`src/rtl/pnl_wr_pkg.sv`:
```
package pnl_wr_pkg;

  typedef enum logic [1:0] {
    SQ_IDLE   = 2'd0,
    SQ_RUN    = 2'd1,
    SQ_TAIL   = 2'd2,
    SQ_SETTLE = 2'd3
  } sq_state_e;

  typedef struct packed {
    logic cs;
    logic ck;
    logic dat;
  } pin_set_t;

  localparam pin_set_t PINS_REST = '{cs: 1'b1, ck: 1'b0, dat: 1'b0};
  localparam pin_set_t PINS_HIGH = '{cs: 1'b1, ck: 1'b1, dat: 1'b1};

endpackage

```
`src/rtl/pnl_half_timer.sv`:
```
module pnl_half_timer #(
  parameter int HALF_CYC = 200
) (
  input  logic clk,
  input  logic rst,
  input  logic run_i,
  output logic tick_o
);
  localparam int HALF_EFF = (HALF_CYC < 1) ? 1 : HALF_CYC;
  localparam int HC_W = (HALF_EFF > 1) ? $clog2(HALF_EFF) : 1;
  localparam logic [HC_W-1:0] HC_END = HC_W'(HALF_EFF - 1);

  logic [HC_W-1:0] hc_q;

  always_ff @(posedge clk) begin
    if (rst || !run_i) begin
      hc_q <= '0;
    end else if (hc_q == HC_END) begin
      hc_q <= '0;
    end else begin
      hc_q <= hc_q + HC_W'(1);
    end
  end

  assign tick_o = run_i && (hc_q == HC_END);

endmodule

```
`src/rtl/pnl_phase_seq.sv`:
```
module pnl_phase_seq
  import pnl_wr_pkg::*;
#(
  parameter int PH_LAST = 65,
  parameter int PH_W    = 7
) (
  input  logic            clk,
  input  logic            rst,
  input  logic            start_i,
  input  logic            tick_i,
  output sq_state_e       st_o,
  output logic [PH_W-1:0] ph_o,
  output logic            load_o,
  output logic            busy_o,
  output logic            done_o
);
  localparam logic [PH_W-1:0] PH_END = PH_W'(PH_LAST);

  sq_state_e       st_q;
  logic [PH_W-1:0] ph_q;
  logic            busy_q;
  logic            done_q;

  assign load_o = start_i && (st_q == SQ_IDLE);

  always_ff @(posedge clk) begin
    if (rst) begin
      st_q   <= SQ_IDLE;
      ph_q   <= '0;
      busy_q <= 1'b0;
      done_q <= 1'b0;
    end else begin
      done_q <= 1'b0;
      case (st_q)
        SQ_IDLE: begin
          if (start_i) begin
            st_q   <= SQ_RUN;
            ph_q   <= '0;
            busy_q <= 1'b1;
          end
        end
        SQ_RUN: begin
          if (tick_i) begin
            if (ph_q == PH_END) begin
              st_q <= SQ_TAIL;
              ph_q <= '0;
            end else begin
              ph_q <= ph_q + PH_W'(1);
            end
          end
        end
        SQ_TAIL: st_q <= SQ_SETTLE;
        SQ_SETTLE: begin
          st_q   <= SQ_IDLE;
          busy_q <= 1'b0;
          done_q <= 1'b1;
        end
        default: st_q <= SQ_IDLE;
      endcase
    end
  end

  assign st_o   = st_q;
  assign ph_o   = ph_q;
  assign busy_o = busy_q;
  assign done_o = done_q;

  AST_DONE_PULSE: assert property (@(posedge clk) disable iff (rst)
    done_q |=> !done_q) else $error("done longer than one cycle");

endmodule

```
`src/rtl/pnl_pin_decode.sv`:
```
module pnl_pin_decode
  import pnl_wr_pkg::*;
#(
  parameter int              DW      = 8,
  parameter logic [DW-1:0]   IDX_PFX = 8'h70,
  parameter logic [DW-1:0]   DAT_PFX = 8'h72,
  parameter int              PH_W    = 7
) (
  input  logic            clk,
  input  logic            rst,
  input  logic            load_i,
  input  logic [DW-1:0]   idx_i,
  input  logic [DW-1:0]   val_i,
  input  logic            busy_i,
  input  sq_state_e       st_i,
  input  logic [PH_W-1:0] ph_i,
  output logic            cs_o,
  output logic            ck_o,
  output logic            dat_o
);
  localparam int FW  = 2 * DW;
  localparam int PPF = 2 * FW;
  localparam logic [PH_W-1:0] PH_PRE = '0;
  localparam logic [PH_W-1:0] PH_GAP = PH_W'(PPF + 1);

  logic [FW-1:0]   idx_fr_q;
  logic [FW-1:0]   dat_fr_q;
  logic [FW-1:0]   fr_sel;
  logic [FW-1:0]   fr_shift;
  logic [PH_W-1:0] k;
  pin_set_t        nxt;
  pin_set_t        pins_q;

  always_ff @(posedge clk) begin
    if (rst) begin
      idx_fr_q <= '0;
      dat_fr_q <= '0;
    end else if (load_i) begin
      idx_fr_q <= {IDX_PFX, idx_i};
      dat_fr_q <= {DAT_PFX, val_i};
    end
  end

  always_comb begin
    nxt      = PINS_REST;
    k        = '0;
    fr_sel   = idx_fr_q;
    fr_shift = '0;
    if (st_i == SQ_RUN) begin
      if (ph_i == PH_PRE || ph_i == PH_GAP) begin
        nxt = PINS_HIGH;
      end else begin
        if (ph_i < PH_GAP) begin
          k      = ph_i - PH_W'(1);
          fr_sel = idx_fr_q;
        end else begin
          k      = ph_i - PH_GAP - PH_W'(1);
          fr_sel = dat_fr_q;
        end
        fr_shift = fr_sel << (k >> 1);
        nxt.cs   = 1'b0;
        nxt.ck   = k[0];
        nxt.dat  = fr_shift[FW-1];
      end
    end
  end

  always_ff @(posedge clk) begin
    if (rst) pins_q <= PINS_REST;
    else     pins_q <= nxt;
  end

  assign cs_o  = pins_q.cs;
  assign ck_o  = pins_q.ck;
  assign dat_o = pins_q.dat;

  AST_FRAME_HOLD: assert property (@(posedge clk) disable iff (rst)
    busy_i |=> ($stable(idx_fr_q) && $stable(dat_fr_q))) else $error("words changed while busy");

endmodule

```
`src/rtl/pnl_reg_writer.sv`:
```
module pnl_reg_writer
  import pnl_wr_pkg::*;
#(
  parameter int            HALF_CYC = 200,
  parameter int            DW       = 8,
  parameter logic [DW-1:0] IDX_PFX  = 8'h70,
  parameter logic [DW-1:0] DAT_PFX  = 8'h72
) (
  input  logic          clk,
  input  logic          rst,
  input  logic          start_i,
  input  logic [DW-1:0] idx_i,
  input  logic [DW-1:0] val_i,
  output logic          busy_o,
  output logic          done_o,
  output logic          cs_o,
  output logic          sclk_o,
  output logic          sdo_o
);
  localparam int FW      = 2 * DW;
  localparam int PPF     = 2 * FW;
  localparam int PH_LAST = 2 * PPF + 1;
  localparam int PH_W    = $clog2(PH_LAST + 1);

  sq_state_e       st;
  logic [PH_W-1:0] ph;
  logic            tick;
  logic            load;

  pnl_half_timer #(.HALF_CYC(HALF_CYC)) u_timer (
    .clk    (clk),
    .rst    (rst),
    .run_i  (st == SQ_RUN),
    .tick_o (tick)
  );

  pnl_phase_seq #(.PH_LAST(PH_LAST), .PH_W(PH_W)) u_seq (
    .clk     (clk),
    .rst     (rst),
    .start_i (start_i),
    .tick_i  (tick),
    .st_o    (st),
    .ph_o    (ph),
    .load_o  (load),
    .busy_o  (busy_o),
    .done_o  (done_o)
  );

  pnl_pin_decode #(.DW(DW), .IDX_PFX(IDX_PFX), .DAT_PFX(DAT_PFX), .PH_W(PH_W)) u_dec (
    .clk    (clk),
    .rst    (rst),
    .load_i (load),
    .idx_i  (idx_i),
    .val_i  (val_i),
    .busy_i (busy_o),
    .st_i   (st),
    .ph_i   (ph),
    .cs_o   (cs_o),
    .ck_o   (sclk_o),
    .dat_o  (sdo_o)
  );

  AST_REST_PINS: assert property (@(posedge clk) disable iff (rst)
    !busy_o |-> (cs_o && !sclk_o && !sdo_o)) else $error("lines not at rest while idle");
  AST_SEL_NEEDS_BUSY: assert property (@(posedge clk) disable iff (rst)
    !cs_o |-> busy_o) else $error("select low while not busy");
  AST_FRAME_ENTRY: assert property (@(posedge clk) disable iff (rst)
    $fell(cs_o) |-> ($past(sclk_o) && $past(sdo_o))) else $error("word not entered from all-high");
  AST_DONE_AT_REST: assert property (@(posedge clk) disable iff (rst)
    done_o |-> (cs_o && !sclk_o && !sdo_o && $past(cs_o) && !$past(sclk_o) && !$past(sdo_o)))
    else $error("done before lines rested");

endmodule

```
`config.mk`:
```
export PLATFORM = sky130hd
export DESIGN_NAME = pnl_reg_writer
export DESIGN_NICKNAME = d
export VERILOG_FILES = /design/src/rtl/pnl_wr_pkg.sv /design/src/rtl/pnl_half_timer.sv /design/src/rtl/pnl_phase_seq.sv /design/src/rtl/pnl_pin_decode.sv /design/src/rtl/pnl_reg_writer.sv
export SDC_FILE = /design/constraint.sdc
export NUM_CORES = 1
export LEC_CHECK = 0
export ABC_AREA = 1
export BUFFER_PORTS_ARGS = -buffer_cell sky130_fd_sc_hd__buf_2
export CAP_MARGIN = 20
export CORE_ASPECT_RATIO = 1.75
export CORE_MARGIN = 2
export CORE_UTILIZATION = 35
export CTS_BUF_LIST = sky130_fd_sc_hd__clkbuf_8
export CTS_CLUSTER_DIAMETER = 60
export DETAILED_ROUTE_END_ITERATION = 8
export PLACE_DENSITY_LB_ADDON = 0.15
export SYNTH_ARGS = -nofsm -noshare
export SYNTH_HDL_FRONTEND = slang
export SYNTH_SLANG_ARGS = --single-unit
```
`constraint.sdc`:
```
create_clock -name clk -period 2.1 [get_ports clk]
set_input_delay 0.105 -clock clk [delete_from_list [all_inputs] [get_ports clk]]
set_output_delay 0.105 -clock clk [all_outputs]
set_load 0.02 [all_outputs]
```
# After elaboration in Yosys (flattened, before gate mapping)
# Cells that the tools add are included.
[totals]
word_cells = 59
ram_bits = 0
memories = 0
latchBits = 0
reg_bits = 40
rom_bits = 0
inputBits = 19
[classes]
n_shift = 1
n_reduce_logical = 14
mul = 0
n_eq_ne = 9
addsub = 5
n_bitwise = 1
mux = 18
order_cmp = 1
div = 0
[op_table]
columns = ["op", "n"]
rows = [
  ["$mux W7", 6],
  ["$mux W16", 2],
  ["$shl A16 B6 Y16", 1],
  ["$mux W15", 1],
  ["$pmux W7 S2", 1],
  ["$sub A7 B1 Y7 const B", 2],
  ["$add A8 B1 Y8 const B", 1],
  ["$eq A8 B8 Y1 const B", 1],
  ["$pmux W2 S4", 1],
  ["$add A7 B1 Y7 const B", 1],
  ["$eq A7 B6 Y1 const B", 1],
  ["$eq A7 B7 Y1 const B", 1],
  ["$logic_not A7 Y1", 1],
  ["$lt A7 B6 Y1 const B", 1],
  ["$sub A7 B6 Y7 const B", 1],
  ["$mux W2", 3],
  ["$reduce_and A3 Y1", 2],
  ["$eq A2 B2 Y1 const B", 2],
  ["$ne A2 B2 Y1 const B", 2],
  ["$reduce_bool A2 Y1", 2],
  ["$reduce_or A2 Y1", 2],
  ["$mux W3", 1],
  ["$eq A2 B1 Y1 const B", 1],
  ["$logic_and A1 B1 Y1", 2],
  ["other kinds (8)", 10],
]

# Logic depth before layout (Yosys ltp)
# Gate-level depths: netlist of run 1.
[logic_depth]
depth_word = 7
mapped_depth = 15
depth_no_buf = 15

# Cells and area by module
# From an unflattened synthesis of run 1, not the netlist that was laid out.
[hier_totals]
cells_unflattened = 345
area_unflattened_um2 = 2304.7
[by_module_without_submodules]
columns = ["module", "cells_each", "seq_area_each_um2", "area_per_inst_um2", "instances"]
rows = [
  ["pnl_pin_decode", 191, 400.4, 1218.7, 1],
  ["pnl_phase_seq", 87, 220.2, 625.6, 1],
  ["pnl_half_timer", 65, 160.2, 450.4, 1],
  ["pnl_reg_writer", 2, 0.0, 10.0, 1],
]

# Worst setup path before layout of run 1
# Ideal clock, no wire load.
[synth_timing]
path_kind = "flip-flop to flip-flop"
startpoint = "register u_seq.ph_q[1], in the netlist u_seq.ph_o[1]"
endpoint = "register u_dec.pins_q (netlist bit u_dec.dat_o)"
slack_ns = 0.316
setup_ns = 0.126
t_arrival_ns = 1.658
n_path_buf = 1
stages_incl_launch_ff = 16
period_less_slack_ns = 1.784
cell_sequence = "dfxtp_1 -> inv_1 -> ha_1 -> nand2_1 -> nand4_4 -> nand2_4 -> buf_6 -> nand2_1 -> o21ai_2 -> inv_2 -> nand3_1 -> nand2_1 -> nand2_1 -> nand3_1 -> nand2_1 -> a21oi_2"
[synth_between]
elab_chain_len = 7
word_cells_on_any_way = 15
[synth_rtl]
columns = ["item", "line", "source"]
rows = [
  ["from (decl)", "pnl_phase_seq.sv:20", "logic [PH_W-1:0] ph_q;"],
  ["from (signal assigned)", "pnl_phase_seq.sv:48", "ph_q <= ph_q + PH_W'(1);"],
  ["$sub A7 B6 Y7", "pnl_pin_decode.sv:57", "k = ph_i - PH_GAP - PH_W'(1);"],
  ["$sub A7 B1 Y7", "pnl_pin_decode.sv:57", ""],
  ["$mux W7", "pnl_pin_decode.sv:53", "if (ph_i < PH_GAP) begin"],
  ["$mux W7", "pnl_pin_decode.sv:50", "if (ph_i == PH_PRE || ph_i == PH_GAP) begin"],
  ["$mux W7", "pnl_pin_decode.sv:49", "if (st_i == SQ_RUN) begin"],
  ["$shl A16 B6 Y16", "pnl_pin_decode.sv:60", "fr_shift = fr_sel << (k >> 1);"],
  ["$mux W3 (*)", "pnl_pin_decode.sv:50", ""],
  ["to (signal assigned)", "pnl_pin_decode.sv:70", "else pins_q <= nxt;"],
  ["to (decl)", "pnl_pin_decode.sv:32", "pin_set_t pins_q;"],
]
# Every way passes the cells marked *; elsewhere a longest branch is shown, timed or not. The select of a mux whose other input is x is not followed.
# A chain may end at the register's enable or synchronous reset.

# Final worst setup path of run 1
[layout_timing]
startpoint = "register u_seq.ph_q[2], in the netlist u_seq.ph_o[2]"
endpoint = "register u_dec.pins_q (netlist bit u_dec.dat_o)"
# Same word-level chain as after synthesis.

==> results of run 1 <==
metrics by stage:
step                worst slack [ns]  power (mW)  hold WS, ns  area [sq um]
finish                         0.228        2.49       0.0555          2460
global route                  0.0422        2.72       0.0653          2460
CTS                           0.0233        2.50       0.0520          2420
detailed placement            0.0558        1.99        0.362          2340
global placement              0.0427        1.98        0.355          2340
floorplan                      0.316        1.69        0.174          2110
sequential cells by signal, summed over array words and instances, names as in the netlist:
| register | count |
|---|---|
| u_dec.dat_fr_q | 9 |
| u_dec.idx_fr_q | 8 |
| u_dec.dat_o | 1 |
| u_timer.hc_q | 8 |
| u_dec.cs_o | 1 |
| u_seq.ph_o | 7 |
| u_dec.ck_o | 1 |
| u_seq.st_o | 2 |
| u_seq.done_o | 1 |
| u_seq.busy_o | 1 |
report_power, final:
part / internal, mW / switching (mW)
Sequential: 0.883 / 0.0638
Clock: 0.227 / 0.275
Combinational: 0.398 / 0.648
worst paths after layout:
check                                           startpoint                             end  slack, ns
worst max-delay path            u_seq.ph_o[2]$_SDFFE_PP0P_          u_dec.dat_o$_SDFF_PP0_       0.23
worst min-delay path                              val_i[6]  u_dec.dat_fr_q[6]$_SDFFE_PP0P_       0.06
worst max register to register  u_seq.ph_o[2]$_SDFFE_PP0P_          u_dec.dat_o$_SDFF_PP0_       0.23
worst min register to register  u_timer.hc_q[0]$_SDFF_PP0_      u_timer.hc_q[0]$_SDFF_PP0_       0.45
synthesized netlist by cell type, drive strengths merged:
master	count
inv	43
a21oi	22
buf	4
xor2	6
or2	3
nand3	24
clkbuf	3
clkinv	1
ha	11
nor3b	1
nor2	39
nand2	51
a211oi	2
a31oi	2
o21ai	29
nor3	6
dfxtp	39
xnor2	2
nand4	2
nor4	2
cell families after synthesis:
kind of cell / after synthesis / share of synthesized area
compound gates: 55 / 0.146
simple gates: 128 / 0.286
fa+ha+maj: 11 / 0.0652
buf+inv: 51 / 0.100
flops: 39 / 0.370
xor+xnor: 8 / 0.0332
repair_timing:
| item | CTS | global route |
|---|---|---|
| gates resized for setup | 0 | 4 |
| setup buffers | 0 | 2 |
| endpoints found under the setup margin | 0 | 1 |
worst max-delay path, stage by stage, from the launching register on:
cell and delay [ns]:
dfxtp_2 0.35, inv_1 0.15, ha_1 0.29, nand4_4 0.19, nand3_2 0.15, nand2_2 0.11, inv_2 0.09, nand2_1 0.06
nand3_1 0.08, nand2_1 0.05, nand2_1 0.05, nand3_1 0.06, nand2_1 0.09, a21oi_2 0.05
final cells by class:
type,instances,area (sq um)
clock buffer,5,68.8
clock inverter,3,16.3
fill,658,3420
inverter,44,165
multi-input combinational,202,1140
sequential,39,782
tap,78,97.6
timing repair buffer,33,190
metal layers:
metal  vias up  part of all wire
li1       1000                 -
met1       869              0.37
met2        30              0.59
met3         9             0.020
met4         0             0.022
met5         -                 0
==> out/metrics.yaml, run 1 <==
detailed_routing:
  ant_nets: 0
  drt-initial-drc-count: 33
  drt_first_pass_iters: 6
  wl_per_cell_microns: 11.9
  viasPerCell: 4.72
  drc: 0
  via_count: 1908
  wl_mm: 4.81
power_and_ir_drop:
  power.leakage_nw: 1.12
  peakVddDrop_v: 0.000565
  p_per_area_mw_per_mm2: 1020
job:
  maxCapViolCount: 0
floorplan:
  die_area_sq_mm: 0.00670
  die_x_microns: 62.7
  fp-row-count: 37
  die_y_microns: 107
  num_io_pins: 24
  initial_core_util: 0.359
  core_area_sq_mm: 0.00588
setup_path:
  worstPathArrival_ns: 2.07
  critPathKind: "reg2reg"
  worst_setup_path_end_kind: "register"
  crit_fanout: 5
  worstRegToRegCells: 13
  critical_path_required_ns: 2.29
  start_kind: "register"
sta:
  rsz0062_at_grt: "no"
  worst_slew_pin_slew_ns: 0.371
  finalCritPeriodShare: 0.892
  maxSlewViolCount: 0
  hold_viol_final: 0
  fin_setup_tns_ns: 0
  finalSetupViolCount: 0
  period_needed_ns: 1.87
  slew_headroom: 0.752
  max_freq_mhz: 534
  fin_skew_ns: 0.00337
placed_design:
  dp_hpwl_mm: 3.85
  gp_congestion: 0.875
  numPortBuffers: 23
  dp_cells: 394
logic_synthesis:
  syn_nets: 322
  yosys_warnings: 0
  synth_top_area_frac: 0.370
  synthCells: 292
  syn_area_sq_mm: 0.00211
  synth_top_area_cell: "dfxtp_1"
  ys_seq_elements: 39
  synth_area_leaders: "dfxtp_1 37%, nand2_1 7.8%, nor2_1 6.6%"
  yosysSeqAreaShare: 0.370
  syn_avg_cell_area_sq_um: 7.23
  ys_types: 31
hold_path:
  hp-class: "in2reg"
  hold_depth: 3
clock_network:
  root_buffer: "clkbuf_8"
  cts_made_buffers: 5
  htreeDepth: 2
  cts_hold_buf: 0
  clock_sinks: 39
  clock_path_buffers: 2
  path_clk_slew_ns: 0.08
  clk_latency_ns: 0.29
  tritoncts: "done"
cells_and_area:
  final_common_cell: "nand2_1"
  drive_gt1_frac: 0.212
  nets: 355
  fin_cells: 404
  fin_util: 0.418
  final_cell_mix: "43 x nand2_1, 38 x dfxtp_1, 37 x inv_1, 37 x nor2_1, 26 x o21ai_0"
  diodes: 0
  area_growth_pct: 16.3
grt:
  grt_pass1_vias: 1941
  overflow: 0
  use_met3: 0.0273
  met1_usage: 0.150
  groute.usage.overall: 0.161
  grt_start_max_net_pins: 26
  gr-max-usage-layer: "met2"
  grt_pass1_wl_mm: 8.54
  use_met2: 0.333
  antenna_found_initial: 0
status:
  status: "finished clean"
(Power assumes the default switching activity.)
==> run 2: changes to the inputs <==
- GPL_TIMING_DRIVEN: unset -> 0
==> out/metrics.yaml, run 2 (same netlist as run 1, synthesis figures left out) <==
status:
  status: "finished clean"
cells_and_area:
  area_growth_pct: 17.4
  fin_util: 0.422  # +0.00383
  top_regs: "u_dec.dat_fr_q x9, u_dec.idx_fr_q x8, u_timer.hc_q x8"
  largest_reg_flops: 9  # unchanged
  drive_gt1_frac: 0.226  # +0.0140
  final_common_cell: "nand2_1"
  final_cell_mix: "43 x nand2_1, 37 x nor2_1, 35 x dfxtp_1"
  stdcell_area_sq_mm: 0.00248  # +0.92%
  fin_cells: 406  # +0.50%
  diodes: 0  # unchanged
  num-fill-cells: 657  # -0.15%
  regMostFlops: "u_dec.dat_fr_q"
  nets: 357  # +0.56%
clock_network:
  cts_made_buffers: 5  # unchanged
  htreeDepth: 2  # unchanged
  path_clk_slew_ns: 0.08  # about the same
  clk_latency_ns: 0.29  # about the same
  tritoncts: "done"
  clock_sinks: 39  # unchanged
  root_buffer: "clkbuf_8"
  clock_path_buffers: 2  # unchanged
  cts_hold_buf: 0  # unchanged
power_and_ir_drop:
  power.leakage_nw: 1.14  # +1.3%
  peakVddDrop_v: 0.000474  # -16%
  p_per_area_mw_per_mm2: 992  # -2.3%
sta:
  slew_headroom: 0.719  # -0.0332
  hold_viol_final: 0  # unchanged
  max_freq_mhz: 526  # -1.5%
  fin_skew_ns: 0.00663  # +0.00326 ns
  maxSlewViolCount: 0  # unchanged
  rsz0062_at_grt: "no"
  holdWs_ns: 0.0604  # +0.00484 ns
  period_needed_ns: 1.90  # +0.0277 ns
  finalCritPeriodShare: 0.905  # +0.0132
  worst_slew_pin_slew_ns: 0.421  # +0.0503 ns
  fin_setup_tns_ns: 0  # unchanged
  finalSetupViolCount: 0  # unchanged
floorplan:
  initial_core_util: 0.359  # unchanged
  fp-row-count: 37  # unchanged
  die_x_microns: 62.7  # unchanged
  die_y_microns: 107  # unchanged
  core_area_sq_mm: 0.00588  # unchanged
  die_area_sq_mm: 0.00670  # unchanged
  num_io_pins: 24  # unchanged
setup_path:
  crit_fanout: 10  # +5
  crit_start: "u_seq.ph_o[2]$_SDFFE_PP0P_"
  max_stage_delay_ns: 0.37  # +0.02 ns
  worst_setup_path_end_kind: "register"
  critical_path_required_ns: 2.28  # about the same
  cpMostUsedCell: "nand2_1"
  critical_path.cell_chain: "clkinvlp_4 > ha_1 > nand2_2 > nand4_4 > nand2_4 > buf_6 > inv_2 > nand2_1 > nand3_1 > nand3_1 > nand2_1 > nand2_1 > nand3_1 > nand2_1 > a21oi_2"
  reg2reg_from: "u_seq.ph_o[2]$_SDFFE_PP0P_"
  worstPathArrival_ns: 2.08  # about the same
  start_kind: "register"
  slowest_stage: "dfxtp_4"
  critPathKind: "reg2reg"
placed_design:
  numPortBuffers: 23  # unchanged
  place_area_sq_mm: 0.00232  # -0.59%
  dp_cells: 393  # -0.25%
  dp_hpwl_mm: 3.79  # -1.5%
  gp_congestion: 0.857  # -2.0%
job:
  maxCapViolCount: 0  # unchanged
detailed_routing:
  drt-initial-drc-count: 57  # +73%
  drc: 0  # unchanged
  viasPerCell: 4.67  # -1.2%
  ant_nets: 0  # unchanged
  drt_first_pass_iters: 4  # -2
  via_count: 1895  # -0.68%
  wl_per_cell_microns: 11.5  # -3.1%
  wl_mm: 4.69  # -2.6%
grt:
  grt_pass1_wl_mm: 8.16  # -4.5%
  grt_start_max_net_pins: 13  # -50%
  groute.usage.overall: 0.153  # -0.00811
  antenna_found_initial: 0  # unchanged
  overflow: 0  # unchanged
  grt_pass1_vias: 1882  # -3.0%
hold_path:
  hp-class: "in2reg"
  min-delay-start: "val_i[6]"
-- run 2: cell count changes in the layout (fill, tap and decap cells not counted), moves of 2 or more --
cell | before | now
buf_4 | 10 | 6
dfxtp_1 | 38 | 35
buf_6 | 0 | 2
dfxtp_4 | 0 | 2
clkbuf_1 | 0 | 3
inv_1 | 37 | 34
-- run 2: critical path: cells and delay by family (launching register included) --
| kind | cells | cell delay (ns) |
|---|---|---|
| simple gates | 10 | 0.83 |
| compound gates | 1 | 0.05 |
| fa+ha+maj | 1 | 0.20 |
| flops | 1 | 0.37 |
| buf+inv | 3 | 0.32 |
-- run 2: cell type report --
| type | instances | area (sq um) | area share |
|---|---|---|---|
| well taps | 78 | 97.6 | 0.0394 |
| inverters | 44 | 171 | 0.0692 |
| flip-flops and latches | 39 | 791 | 0.319 |
| multi-input cells | 202 | 1130 | 0.458 |
| repair buffers | 28 | 153 | 0.0616 |
| plain buffers | 7 | 46.3 | 0.0187 |
| clock inverters | 3 | 16.3 | 0.00656 |
| clock buffers | 5 | 68.8 | 0.0278 |
-- run 2: report_power, final --
group / internal (mW) / switching (mW)
registers: 0.886 / 0.0722
logic: 0.365 / 0.639
clock network: 0.227 / 0.270
-- run 2: metrics by stage --
step / setup WS (ns) / total power [mW]
after floorplan: 0.316 / 1.69
after global routing: 0.000986 / 2.67
after CTS: 0.0000628 / 2.44
final: 0.200 / 2.46
after detailed placement: 0.0168 / 1.94
after global placement: 0.00819 / 1.93
-- run 2: timing repair --
| item | 4_1_cts | 5_1_grt |
|---|---|---|
| setup endpoints to repair | 0 | 3 |
| resized for setup | 0 | 13 |
| buffers inserted | 0 | 5 |
| hold endpoints to repair | 0 | 0 |
-- run 2: routing by layer --
metal / up-vias / routed length, microns / track usage
li1: 1008 / - / -
met3: 12 / 101 / 0.0241
met4: 0 / 163 / 0.102
met5: - / 0 / 0
met1: 850 / 1780 / 0.144
met2: 25 / 2640 / 0.297
-- run 2: worst paths after layout --
path                                     to  slack [ns]  cells after the start
max                  u_dec.dat_o$_SDFF_PP0_        0.20                     15
min          u_dec.dat_fr_q[6]$_SDFFE_PP0P_        0.06                      3
max reg2reg          u_dec.dat_o$_SDFF_PP0_        0.20                     15
min reg2reg      u_timer.hc_q[0]$_SDFF_PP0_        0.42                      1
==> run 3: changes to the inputs <==
- RECOVER_POWER: unset -> 25
==> out/metrics.yaml, run 3 (same netlist as run 1, synthesis figures left out) <==
status:
  status: "finished clean"
clock_network:
  tritoncts: "done"
  clock_path_buffers: 2  # unchanged
  root_buffer: "clkbuf_8"
  clock_sinks: 39  # unchanged
  htreeDepth: 2  # unchanged
  cts_hold_buf: 0  # unchanged
  cts_made_buffers: 5  # unchanged
  path_clk_slew_ns: 0.08  # about the same
  clk_latency_ns: 0.29  # about the same
cells_and_area:
  area_growth_pct: 17.1
  final_cell_mix: "43 x nand2_1, 37 x nor2_1, 35 x dfxtp_1"
  diodes: 0  # unchanged
  top_regs: "u_dec.dat_fr_q x9, u_dec.idx_fr_q x8, u_timer.hc_q x8"
  fin_cells: 406  # unchanged
  final_common_cell: "nand2_1"
  regMostFlops: "u_dec.dat_fr_q"
  nets: 357  # unchanged
  drive_gt1_frac: 0.210  # -0.0152
  largest_reg_flops: 9  # unchanged
  num-fill-cells: 661  # +0.61%
sta:
  period_needed_ns: 1.90  # unchanged
  maxSlewViolCount: 0  # unchanged
  rsz0062_at_grt: "no"
  fin_setup_tns_ns: 0  # unchanged
  worst_slew_pin_slew_ns: 0.421  # unchanged
  max_freq_mhz: 526  # unchanged
  holdWs_ns: 0.0604  # unchanged
  hold_viol_final: 0  # unchanged
  finalSetupViolCount: 0  # unchanged
  slew_headroom: 0.719  # unchanged
  finalCritPeriodShare: 0.905  # unchanged
  fin_skew_ns: 0.00677  # +0.000144 ns
  fin_ws_ns: 0.200  # unchanged
power_and_ir_drop:
  peakVddDrop_v: 0.000474  # about the same
  p_total_mw: 2.45  # -0.20%
  power.leakage_nw: 1.12  # -1.5%
  p_per_area_mw_per_mm2: 993  # about the same
hold_path:
  hold_depth: 3  # unchanged
  hp-class: "in2reg"
detailed_routing:
  dr_wl_met2_mm: 2.64  # unchanged
  drc: 0  # unchanged
  wl_per_cell_microns: 11.6  # +0.19%
  drt-initial-drc-count: 57  # unchanged
  drt_first_pass_iters: 4  # unchanged
  wl_met3_microns: 99  # -2.0%
  m1WireLength_mm: 1.79  # +0.62%
  wl_mm: 4.69  # +0.19%
  highest_layer: "met4"
  via_count: 1897  # +0.11%
  ant_nets: 0  # unchanged
  viasPerCell: 4.67  # +0.11%
grt:
  overflow: 0  # unchanged
  grt_pass1_wl_mm: 8.16  # unchanged
  antenna_found_initial: 0  # unchanged
  groute.usage.overall: 0.153  # unchanged
  grt_start_max_net_pins: 13  # unchanged
  grt_pass1_vias: 1882  # unchanged
floorplan:
  core_area_sq_mm: 0.00588  # unchanged
  die_x_microns: 62.7  # unchanged
  die_y_microns: 107  # unchanged
  num_io_pins: 24  # unchanged
  fp-row-count: 37  # unchanged
  die_area_sq_mm: 0.00670  # unchanged
  initial_core_util: 0.359  # unchanged
setup_path:
  critical_path_required_ns: 2.28  # about the same
  critical_path.cell_chain: "clkinvlp_4 > ha_1 > nand2_2 > nand4_4 > nand2_4 > buf_6 > inv_2 > nand2_1 > nand3_1 > nand3_1 > nand2_1 > nand2_1 > nand3_1 > nand2_1 > a21oi_2"
  cpMostUsedCell: "nand2_1"
  slowest_stage: "dfxtp_4"
  max_stage_delay_ns: 0.37  # about the same
  start_kind: "register"
  critPathKind: "reg2reg"
  crit_fanout: 10  # unchanged
  path_depth: 15  # unchanged
  worstPathArrival_ns: 2.08  # about the same
  worst-path-buf-inv: 3  # unchanged
  worstRegToRegCells: 15  # unchanged
  worst_setup_path_end_kind: "register"
  critPathTopFamily: "simple AND/OR/NAND/NOR gates"
placed_design:
  dp_slack_ns: 0.0168  # unchanged
  gp_congestion: 0.857  # unchanged
  dp_hpwl_mm: 3.79  # unchanged
  dp_cells: 393  # unchanged
  numPortBuffers: 23  # unchanged
job:
  maxCapViolCount: 0  # unchanged
## run 3: cell count changes in the layout (fill, tap and decap cells not counted)
cell / before / now
buf_2: 24 / 19
clkbuf_1: 3 / 8
## run 3: stage by stage
stage                     area, sq um  utilization
after detailed placement         2320        0.395
after global placement           2320        0.395
final                            2470        0.421
after floorplan                  2110            -
after CTS                        2410        0.410
after global routing             2470        0.421
## run 3: final cells by class
cell class              count  area, sq um  share of cell area
flip-flops and latches     39          791               0.320
inverters                  44          171              0.0693
well taps                  78         97.6              0.0395
multi-input cells         202         1130               0.459
repair buffers             28          146              0.0592
clock buffers               5         68.8              0.0278
plain buffers               7         46.3              0.0187
clock inverters             3         16.3             0.00658
## run 3: final timing paths
path                                            startpoint                              to  slack [ns]
worst max-delay path            u_seq.ph_o[2]$_SDFFE_PP0P_          u_dec.dat_o$_SDFF_PP0_        0.20
worst min-delay path                              val_i[6]  u_dec.dat_fr_q[6]$_SDFFE_PP0P_        0.06
worst max register to register  u_seq.ph_o[2]$_SDFFE_PP0P_          u_dec.dat_o$_SDFF_PP0_        0.20
worst min register to register  u_timer.hc_q[0]$_SDFF_PP0_      u_timer.hc_q[0]$_SDFF_PP0_        0.42
## run 3: what timing repair did
action	4_1_cts	5_1_grt
endpoints found under the hold margin	0	0
setup endpoints to repair	0	3
resized for setup	0	13
setup buffers	0	5
## run 3: worst reg2reg max path, delay by kind of cell (launching register included)
family / cells / cell delay, ns
and+or+nand+nor: 10 / 0.84
adders and majority gates: 1 / 0.20
buffers and inverters: 3 / 0.32
DFF: 1 / 0.37
AOI/OAI and AO/OA: 1 / 0.05
## run 3: where the power goes
group | switching (mW) | internal (mW)
Combinational | 0.639 | 0.359
Sequential | 0.0730 | 0.886
Clock | 0.270 | 0.227
Total | 0.982 | 1.47
## run 3: metal layers
metal,vias to the layer above,global-route usage
li1,1008,-
met1,852,0.144
met2,25,0.297
met3,12,0.0241
met4,0,0.102
met5,-,0
